===== src/rtl/csr_chunk_pkg.sv =====
package csr_chunk_pkg;

    // Number of bus chunks a register of w bits occupies for a given alignment.
    function automatic int unsigned span_of(input int unsigned w,
                                            input int unsigned dw,
                                            input int unsigned al);
        return ((w + dw * al - 1) / (dw * al)) * al;
    endfunction

    // Address bits used for the chunk index (at least one).
    function automatic int unsigned chunk_bits(input int unsigned max_span);
        return (max_span <= 1) ? 1 : $clog2(max_span);
    endfunction

endpackage


===== src/rtl/csr_chunk_decode.sv =====
module csr_chunk_decode #(
    parameter int unsigned ADDR_W   = 8,
    parameter int unsigned DATA_W   = 8,
    parameter int unsigned ALIGN    = 1,
    parameter int unsigned CHUNK_AW = 2,
    parameter int unsigned NUM_REGS = 3,
    parameter int unsigned REG_WIDTHS [NUM_REGS] = '{8, 16, 24}
) (
    input  logic [ADDR_W-1:0]   addr_i,
    output logic [NUM_REGS-1:0] hit_o,
    output logic [NUM_REGS-1:0] last_o,
    output logic [CHUNK_AW-1:0] chunk_o
);
    localparam int unsigned SEL_W = ADDR_W - CHUNK_AW;

    logic [SEL_W-1:0] sel;

    assign sel     = addr_i[ADDR_W-1:CHUNK_AW];
    assign chunk_o = addr_i[CHUNK_AW-1:0];

    for (genvar g = 0; g < NUM_REGS; g++) begin : g_reg
        localparam int unsigned SPAN =
            csr_chunk_pkg::span_of(REG_WIDTHS[g], DATA_W, ALIGN);
        assign hit_o[g]  = (sel == SEL_W'(g)) &&
                           ({1'b0, chunk_o} < (CHUNK_AW + 1)'(SPAN));
        assign last_o[g] = (chunk_o == CHUNK_AW'(SPAN - 1));
    end

endmodule


===== src/rtl/csr_chunk_slot.sv =====
module csr_chunk_slot #(
    parameter int unsigned DATA_W   = 8,
    parameter int unsigned CHUNK_AW = 2,
    parameter int unsigned MAX_W    = 24,
    parameter int unsigned W        = 16,
    parameter int unsigned SPAN     = 2
) (
    input  logic                clk_i,
    input  logic                rst_ni,
    input  logic                hit_i,
    input  logic                last_i,
    input  logic [CHUNK_AW-1:0] chunk_i,
    input  logic                wr_i,
    input  logic                rd_i,
    input  logic [DATA_W-1:0]   wdata_i,
    input  logic [W-1:0]        live_i,
    output logic [MAX_W-1:0]    value_o,
    output logic                commit_o,
    output logic [DATA_W-1:0]   rchunk_o
);
    localparam int unsigned BUF_W = SPAN * DATA_W;

    typedef struct packed {
        logic [BUF_W-1:0] wbuf;
        logic [BUF_W-1:0] snap;
        logic [W-1:0]     val;
        logic             commit;
    } slot_t;

    slot_t            s_d, s_q;
    logic [BUF_W-1:0] merged;
    logic [BUF_W-1:0] live_ext;
    logic [BUF_W-1:0] rsrc;

    always_comb begin
        s_d          = s_q;
        s_d.commit   = 1'b0;
        live_ext     = '0;
        live_ext[W-1:0] = live_i;
        merged       = s_q.wbuf;
        merged[chunk_i*DATA_W +: DATA_W] = wdata_i;

        if (hit_i && wr_i) begin
            s_d.wbuf = merged;
            if (last_i) begin
                s_d.val    = merged[W-1:0];
                s_d.commit = 1'b1;
            end
        end

        if (hit_i && rd_i && (chunk_i == '0)) begin
            s_d.snap = live_ext;
        end

        rsrc     = (chunk_i == '0) ? live_ext : s_q.snap;
        rchunk_o = hit_i ? rsrc[chunk_i*DATA_W +: DATA_W] : '0;

        value_o        = '0;
        value_o[W-1:0] = s_q.val;
        commit_o       = s_q.commit;
    end

    always_ff @(posedge clk_i) begin
        if (!rst_ni) begin
            s_q <= '0;
        end else begin
            s_q <= s_d;
        end
    end

endmodule


===== src/rtl/csr_chunk_mux.sv =====
module csr_chunk_mux #(
    parameter int unsigned DATA_W   = 8,
    parameter int unsigned ADDR_W   = 8,
    parameter int unsigned ALIGN    = 1,
    parameter int unsigned NUM_REGS = 3,
    parameter int unsigned MAX_W    = 24,
    parameter int unsigned REG_WIDTHS [NUM_REGS] = '{8, 16, 24}
) (
    input  logic                      clk_i,
    input  logic                      rst_ni,
    input  logic [ADDR_W-1:0]         csr_addr_i,
    input  logic                      csr_rd_i,
    input  logic                      csr_wr_i,
    input  logic [DATA_W-1:0]         csr_wdata_i,
    output logic [DATA_W-1:0]         csr_rdata_o,
    output logic [NUM_REGS*MAX_W-1:0] reg_value_o,
    output logic [NUM_REGS-1:0]       reg_commit_o,
    input  logic [NUM_REGS*MAX_W-1:0] reg_rdata_i
);
    localparam int unsigned MAX_SPAN = csr_chunk_pkg::span_of(MAX_W, DATA_W, ALIGN);
    localparam int unsigned CHUNK_AW = csr_chunk_pkg::chunk_bits(MAX_SPAN);

    typedef struct packed {
        logic [DATA_W-1:0] rdata;
    } top_t;

    top_t                top_d, top_q;
    logic [NUM_REGS-1:0] hit, last;
    logic [CHUNK_AW-1:0] chunk;
    logic [DATA_W-1:0]   rchunk [NUM_REGS];
    logic [DATA_W-1:0]   rd_mux;

    csr_chunk_decode #(
        .ADDR_W     (ADDR_W),
        .DATA_W     (DATA_W),
        .ALIGN      (ALIGN),
        .CHUNK_AW   (CHUNK_AW),
        .NUM_REGS   (NUM_REGS),
        .REG_WIDTHS (REG_WIDTHS)
    ) u_decode (
        .addr_i  (csr_addr_i),
        .hit_o   (hit),
        .last_o  (last),
        .chunk_o (chunk)
    );

    for (genvar g = 0; g < NUM_REGS; g++) begin : g_slot
        localparam int unsigned W    = REG_WIDTHS[g];
        localparam int unsigned SPAN = csr_chunk_pkg::span_of(W, DATA_W, ALIGN);

        csr_chunk_slot #(
            .DATA_W   (DATA_W),
            .CHUNK_AW (CHUNK_AW),
            .MAX_W    (MAX_W),
            .W        (W),
            .SPAN     (SPAN)
        ) u_slot (
            .clk_i    (clk_i),
            .rst_ni   (rst_ni),
            .hit_i    (hit[g]),
            .last_i   (last[g]),
            .chunk_i  (chunk),
            .wr_i     (csr_wr_i),
            .rd_i     (csr_rd_i),
            .wdata_i  (csr_wdata_i),
            .live_i   (reg_rdata_i[g*MAX_W +: W]),
            .value_o  (reg_value_o[g*MAX_W +: MAX_W]),
            .commit_o (reg_commit_o[g]),
            .rchunk_o (rchunk[g])
        );
    end

    always_comb begin
        rd_mux = '0;
        for (int i = 0; i < NUM_REGS; i++) begin
            rd_mux = rd_mux | rchunk[i];
        end
        top_d       = top_q;
        if (csr_rd_i) begin
            top_d.rdata = rd_mux;
        end
        csr_rdata_o = top_q.rdata;
    end

    always_ff @(posedge clk_i) begin
        if (!rst_ni) begin
            top_q <= '0;
        end else begin
            top_q <= top_d;
        end
    end

endmodule


===== config.mk =====
export PLATFORM = sky130hd
export DESIGN_NAME = csr_chunk_mux
export DESIGN_NICKNAME = d
export VERILOG_FILES = /design/src/rtl/csr_chunk_pkg.sv /design/src/rtl/csr_chunk_decode.sv /design/src/rtl/csr_chunk_slot.sv /design/src/rtl/csr_chunk_mux.sv
export SDC_FILE = /design/constraint.sdc
export NUM_CORES = 1
export LEC_CHECK = 0
export BUFFER_PORTS_ARGS = -buffer_cell sky130_fd_sc_hd__buf_2
export CAP_MARGIN = 10
export CORE_MARGIN = 2
export CORE_UTILIZATION = 59
export DETAILED_ROUTE_END_ITERATION = 10
export GPL_TIMING_DRIVEN = 0
export PLACE_DENSITY_LB_ADDON = 0.05
export SKIP_LAST_GASP = 1
export SYNTH_ARGS = -nofsm -noshare
export SYNTH_HDL_FRONTEND = slang
export SYNTH_SLANG_ARGS = --single-unit

===== constraint.sdc =====
create_clock -name clk_i -period 6.05 [get_ports clk_i]
set_input_delay 1.21 -clock clk_i [delete_from_list [all_inputs] [get_ports clk_i]]
set_output_delay 1.21 -clock clk_i [all_outputs]
set_load 0.005 [all_outputs]

**Word level (Yosys, flattened, before mapping)**

Cells that the tools add are included.
Widths: inputs -> output; s select.

- Input port bits: 92
- Flip-flop bits (word level): 155

- Mux-type cells: 12
- Order comparisons: 3
- Add/subtract/negate cells: 1
- Reductions and logical operators: 20
- Shift-type cells: 9
- Eq/ne operators: 4
- Bitwise gates (word level): 2

Operators with widths:

| operator | number |
|---|---|
| $neg 5->34 | 1 |
| $shift 8x34->16 const A | 1 |
| $shift 8x34->24 const A | 1 |
| $shift 8x34->8 const A | 1 |
| $shiftx 8x34->16 | 1 |
| $shiftx 8x34->24 | 1 |
| $shiftx 8x34->8 | 1 |
| $mux 8 | 4 |
| $bwmux 24 | 1 |
| $mux 24 | 1 |
| $shiftx 24x6->8 | 1 |
| $bwmux 16 | 1 |
| $mux 16 | 1 |
| $or 8x8->8 | 2 |
| $shiftx 16x6->8 | 1 |
| $logic_and 1x1->1 | 12 |
| $reduce_and 2->1 | 6 |
| $bwmux 8 | 1 |
| $shiftx 8x6->8 | 1 |
| $eq 6x1->1 const B | 1 |
| $eq 6x2->1 const B | 1 |
| $logic_not 6->1 | 1 |
| $lt 2x2->1 const B | 2 |
| $mux 1 | 3 |
| 4 further kinds | 4 |

**Logic depth before layout (Yosys ltp)**

- Word-level depth: 6
- Gate-level depth with buffers: 12
- Gate-level depth less buffers: 6

**Modules after synthesis**

Synthesis repeated with hierarchy kept, for this count alone.

- Cells, all modules: 875
- Area, all modules: 7,714.9 um^2

By module, submodules not included:

| module | times used | cells an instance | area each (um^2) |
|---|---|---|---|
| csr_chunk_slot at g_slot[2].u_slot | 1 | 415 | 3,534.6 |
| csr_chunk_slot at g_slot[1].u_slot | 1 | 267 | 2,427.3 |
| csr_chunk_slot at g_slot[0].u_slot | 1 | 148 | 1,357.6 |
| csr_chunk_mux | 1 | 33 | 306.5 |
| csr_chunk_decode | 1 | 12 | 88.8 |

**Worst setup path after synthesis**

Ideal clock, no wire load.

- Path kind: input to register
- Start point: in csr_addr_i[0]
- End point: reg g_slot[2].u_slot.s_q[57] (netlist bit)
- Setup slack: 2,308 ps
- Library setup time: 59 ps
- Arrival time: 3,684 ps
- Data required time: 5,991 ps
- Stages on the path: 12
- Cell sequence: clkbuf_1 > buf_2 > buf_2 > inv_1 > ha_1 > clkbuf_1 > and4b_1 > clkbuf_1 > clkbuf_1 > a21oi_1 > nand2_1 > o211a_1

- Longest elaborated chain between the ends: 3
- Elaborated cells between the ends (all ways): 7
- Those cells by class: add/sub (1); order compare (1); shift (2); mux (1); reduce/logical (2)

RTL lines:

| item | RTL line | text |
|---|---|---|
| start, declared | csr_chunk_mux.sv:11 | `input logic [ADDR_W-1:0] csr_addr_i,` |
| $neg 5->34 or $lt 2x2->1 (tied branches) | csr_chunk_slot.sv:41, csr_chunk_decode.sv:25 |  |
| $shiftx 8x34->24 (tied with other cells) | csr_chunk_slot.sv:41 | `merged[chunk_i*DATA_W +: DATA_W] = wdata_i;` |
| $bwmux 24 or $logic_and 1x1->1 (tied branches) | csr_chunk_slot.sv:41, csr_chunk_slot.sv:43 |  |
| end signal, assigned | csr_chunk_slot.sv:65 | `s_q <= '0;` |
| end signal, assigned | csr_chunk_slot.sv:67 | `s_q <= s_d;` |
| end, declared | csr_chunk_slot.sv:30 | `slot_t s_d, s_q;` |

Parallel ways exist; a longest one is shown, timed or not.
A chain may end at the register's enable or synchronous reset.

**Worst setup path after layout**

- Start point: in csr_addr_i[1]
- End point: reg g_slot[2].u_slot.s_q[61] (netlist bit)

Same word-level chain as after synthesis.

==> run metrics <==
period utilisation layout=74.9%; placed inst area=0.00866 sq mm; endpoints failing hold=0; floorplan row count=41; routed vias/inst=5.47; final net count=1106; tightest hold margin=0.462 ns; Post-Synthesis Cell Area=0.00774 sq mm; Final Instance Area=0.00931 sq mm; Post-Place Cells=1157; CTS Buf Count=17; hpwl dp=14.1 mm; routability cong.=0.843; PostCTS Resize Cnt=0; CP top delay family=buffers and inverters; worst ir drop on vdd=0.180 mV; Final Power=2.33 mW; most used cell, CP=clkbuf_1; Clock Latency Late Sink=0.43 ns; Initial Util=60.9%; Hold-fix buffers, CTS=0; PnR worst setup slack=1.52 ns; Unique masters post-synth=45; H-tree Lvls=4; # IOs=175; share of layout cells above drive strength 1=26.0%; Slew HR=10.6%; Worst-path clk slew=0.06 ns; synth warn=0; Critical-path top delay cell=clkbuf_1; drt total wl=19.6 mm; Crit Path Max Fanout=10; Final Util=73.1%; worst path required time=6.42 ns; gr usage total=28.4%; Core Area=0.0127 sq mm; Worst-Margin Slew=1.32 ns; drt pass-1 iters=7; DRT antenna net count=0; critical path data arrival time=4.90 ns; Area Overhead vs Synth=20.2%; CTS tree=yes; CTS Sinks=155; sequential area share after synthesis=40.1%; DRC=0; Die W=119 um; RSZ-0062 raised after global routing=no; Period minus WS final=4.53 ns; Die Footprint=0.0141 sq mm; setup violators final=0; pwr dens=250 mW/mm^2; HP Class=register to register; antenna violations before repair=2; CP Launch Type=input pin; Post-Place Setup Slack=1.16 ns; gr ovfl total=0; path type of the worst setup path=input pin to register; #FFs+latches synth=155; vias=6519; leakage power=4.61 nW; vias in the first global route=5964; # fillers=1026; worst-path cell chain=buf_2, buf_1, clkbuf_1, inv_1, ha_1, clkbuf_1, and4b_1, clkbuf_1, clkbuf_1, a21oi_1, nand2_1, o211a_1; CP max stage delay=0.59 ns; Root Buffer=clkbuf_16; largest net degree at the start of global routing=17; chip height=119 um; first-pass GRT wire length=31.7 mm; Post-CTS Setup Inserts=0; Max-Cap Viols=0; Port Buffers=123; outcome=finished, final reports clean; DR WL/cell=16.4 um; fin cells=1192; Fin Setup TNS=0 ns; crit end category=register; Initial DRC Count=582; clock skew=0.00665 ns; syn avg cell area=9.23 sq um; Final Max Tran Viols=0; clock buffer depth=2; cells after synthesis=839; worst path bufs/invs=7; fmax=0.221 GHz
-- report_power, final --
part,switching (mW),internal [mW],total (mW)
Combinational,0.0950,0.0664,0.161
Clock,0.410,0.727,1.14
Sequential,0.00226,1.02,1.03
-- path summary, 6_finish.rpt --
check / from / slack (ns) / cells past startpoint / end
setup / recovery: csr_addr_i[1] / 1.52 / 12 / g_slot[2].u_slot.s_q[61]$_SDFFE_PN0N_
hold / removal: g_slot[2].u_slot.s_q[40]$_SDFFE_PN0P_ / 0.46 / 2 / g_slot[2].u_slot.s_q[40]$_SDFFE_PN0P_
setup reg to reg: g_slot[2].u_slot.s_q[43]$_SDFFE_PN0P_ / 4.92 / 4 / csr_rdata_o[2]$_SDFFE_PN0P_
hold reg to reg: g_slot[2].u_slot.s_q[40]$_SDFFE_PN0P_ / 0.46 / 2 / g_slot[2].u_slot.s_q[40]$_SDFFE_PN0P_
-- per-layer routing --
metal | global-route usage, % | wire length, um | part of all wire, % | vias to the layer above
li1 | - | - | - | 3196
met1 | 41.0 | 9360 | 48 | 3070
met2 | 41.6 | 8690 | 44 | 227
met3 | 6.03 | 1260 | 6.4 | 26
met4 | 10.3 | 286 | 1.5 | 0
met5 | 0 | 0 | 0 | -
-- cell type report --
| cell class | count | area [sq um] | area share [%] |
|---|---|---|---|
| Timing Repair Buffer | 126 | 631 | 6.78 |
| Tap cell | 172 | 215 | 2.31 |
| Sequential cell | 155 | 3100 | 33.3 |
| Inverter | 4 | 15.0 | 0.161 |
| Buffer | 139 | 833 | 8.96 |
| Clock inverter | 8 | 140 | 1.51 |
| Clock buffer | 22 | 484 | 5.20 |
| Antenna cell | 2 | 5.00 | 0.0538 |
| Multi-Input combinational cell | 564 | 3880 | 41.7 |
-- flip-flops by register name (all words and copies together) (netlist names) --
| register | flops |
|---|---|
| g_slot.u_slot.s_q | 96 |
| g_slot.u_slot.commit_o | 3 |
| g_slot.u_slot.value_o | 48 |
| csr_rdata_o | 8 |
-- cells in the mapped netlist (all sizes together) --
cell type | count | area, sq um
a31oi | 15 | 93.8
and4 | 2 | 17.5
or2 | 1 | 6.26
or3b | 2 | 17.5
o21ai | 17 | 85.1
nor2b | 71 | 444
dfxtp | 155 | 3100
nand3 | 2 | 10.0
nand2 | 119 | 447
nor4bb | 8 | 80.1
a22oi | 23 | 173
nand2b | 5 | 31.3
nor4b | 2 | 30.0
a21boi | 25 | 188
and4b | 1 | 10.0
clkbuf | 45 | 169
nor3b | 1 | 7.51
o22ai | 16 | 100
o21a | 1 | 7.51
nor3 | 4 | 41.3
mux2i | 73 | 731
ha | 7 | 87.6
inv | 4 | 15.0
buf | 94 | 664
o211a | 71 | 711
and2 | 3 | 18.8
nand3b | 3 | 22.5
or4 | 2 | 18.8
nor2 | 11 | 41.3
nand4 | 1 | 6.26
or3 | 1 | 6.26
or4b | 1 | 10.0
mux2 | 7 | 78.8
a21oi | 40 | 200
and3 | 1 | 6.26
conb | 1 | 3.75
nor4 | 4 | 61.3
-- placed cells by master (no fill, tap or decap), drive strengths merged, types with 8 or more instances in the layout --
| cell type | Yosys | routed |
|---|---|---|
| nor2 | 11 | 11 |
| a21oi | 40 | 40 |
| nor4bb | 8 | 8 |
| o22ai | 16 | 16 |
| o21ai | 17 | 17 |
| o211a | 71 | 71 |
| dfxtp | 155 | 155 |
| conb | 1 | 24 |
| a21boi | 25 | 25 |
| clkbuf | 45 | 70 |
| nand2 | 119 | 119 |
| a22oi | 23 | 23 |
| mux2i | 73 | 73 |
| a31oi | 15 | 15 |
| buf | 94 | 217 |
| nor2b | 71 | 71 |
-- worst reg2reg max path: stages, from the launching register on --
cell	delay [ns]
dfxtp_1	0.31
mux2i_1	0.17
o22ai_1	0.11
a22oi_1	0.29
a31oi_1	0.12
-- kinds of logic (layout without fill, tap and decap cells) --
kind of cell             Yosys count  in the layout  share of synthesized area [%]
AND/OR/NAND/NOR                  245            245                           17.2
AO/OA/AOI/OAI                    208            208                           20.1
flip-flops                       155            155                           40.1
buffers and inverters            143            299                           11.0
multiplexers                      80             80                           10.5
adder cells (fa/ha/maj)            7              7                           1.13
other                              1             26                         0.0484
Note: power is estimated with default switching activity, not from simulation.
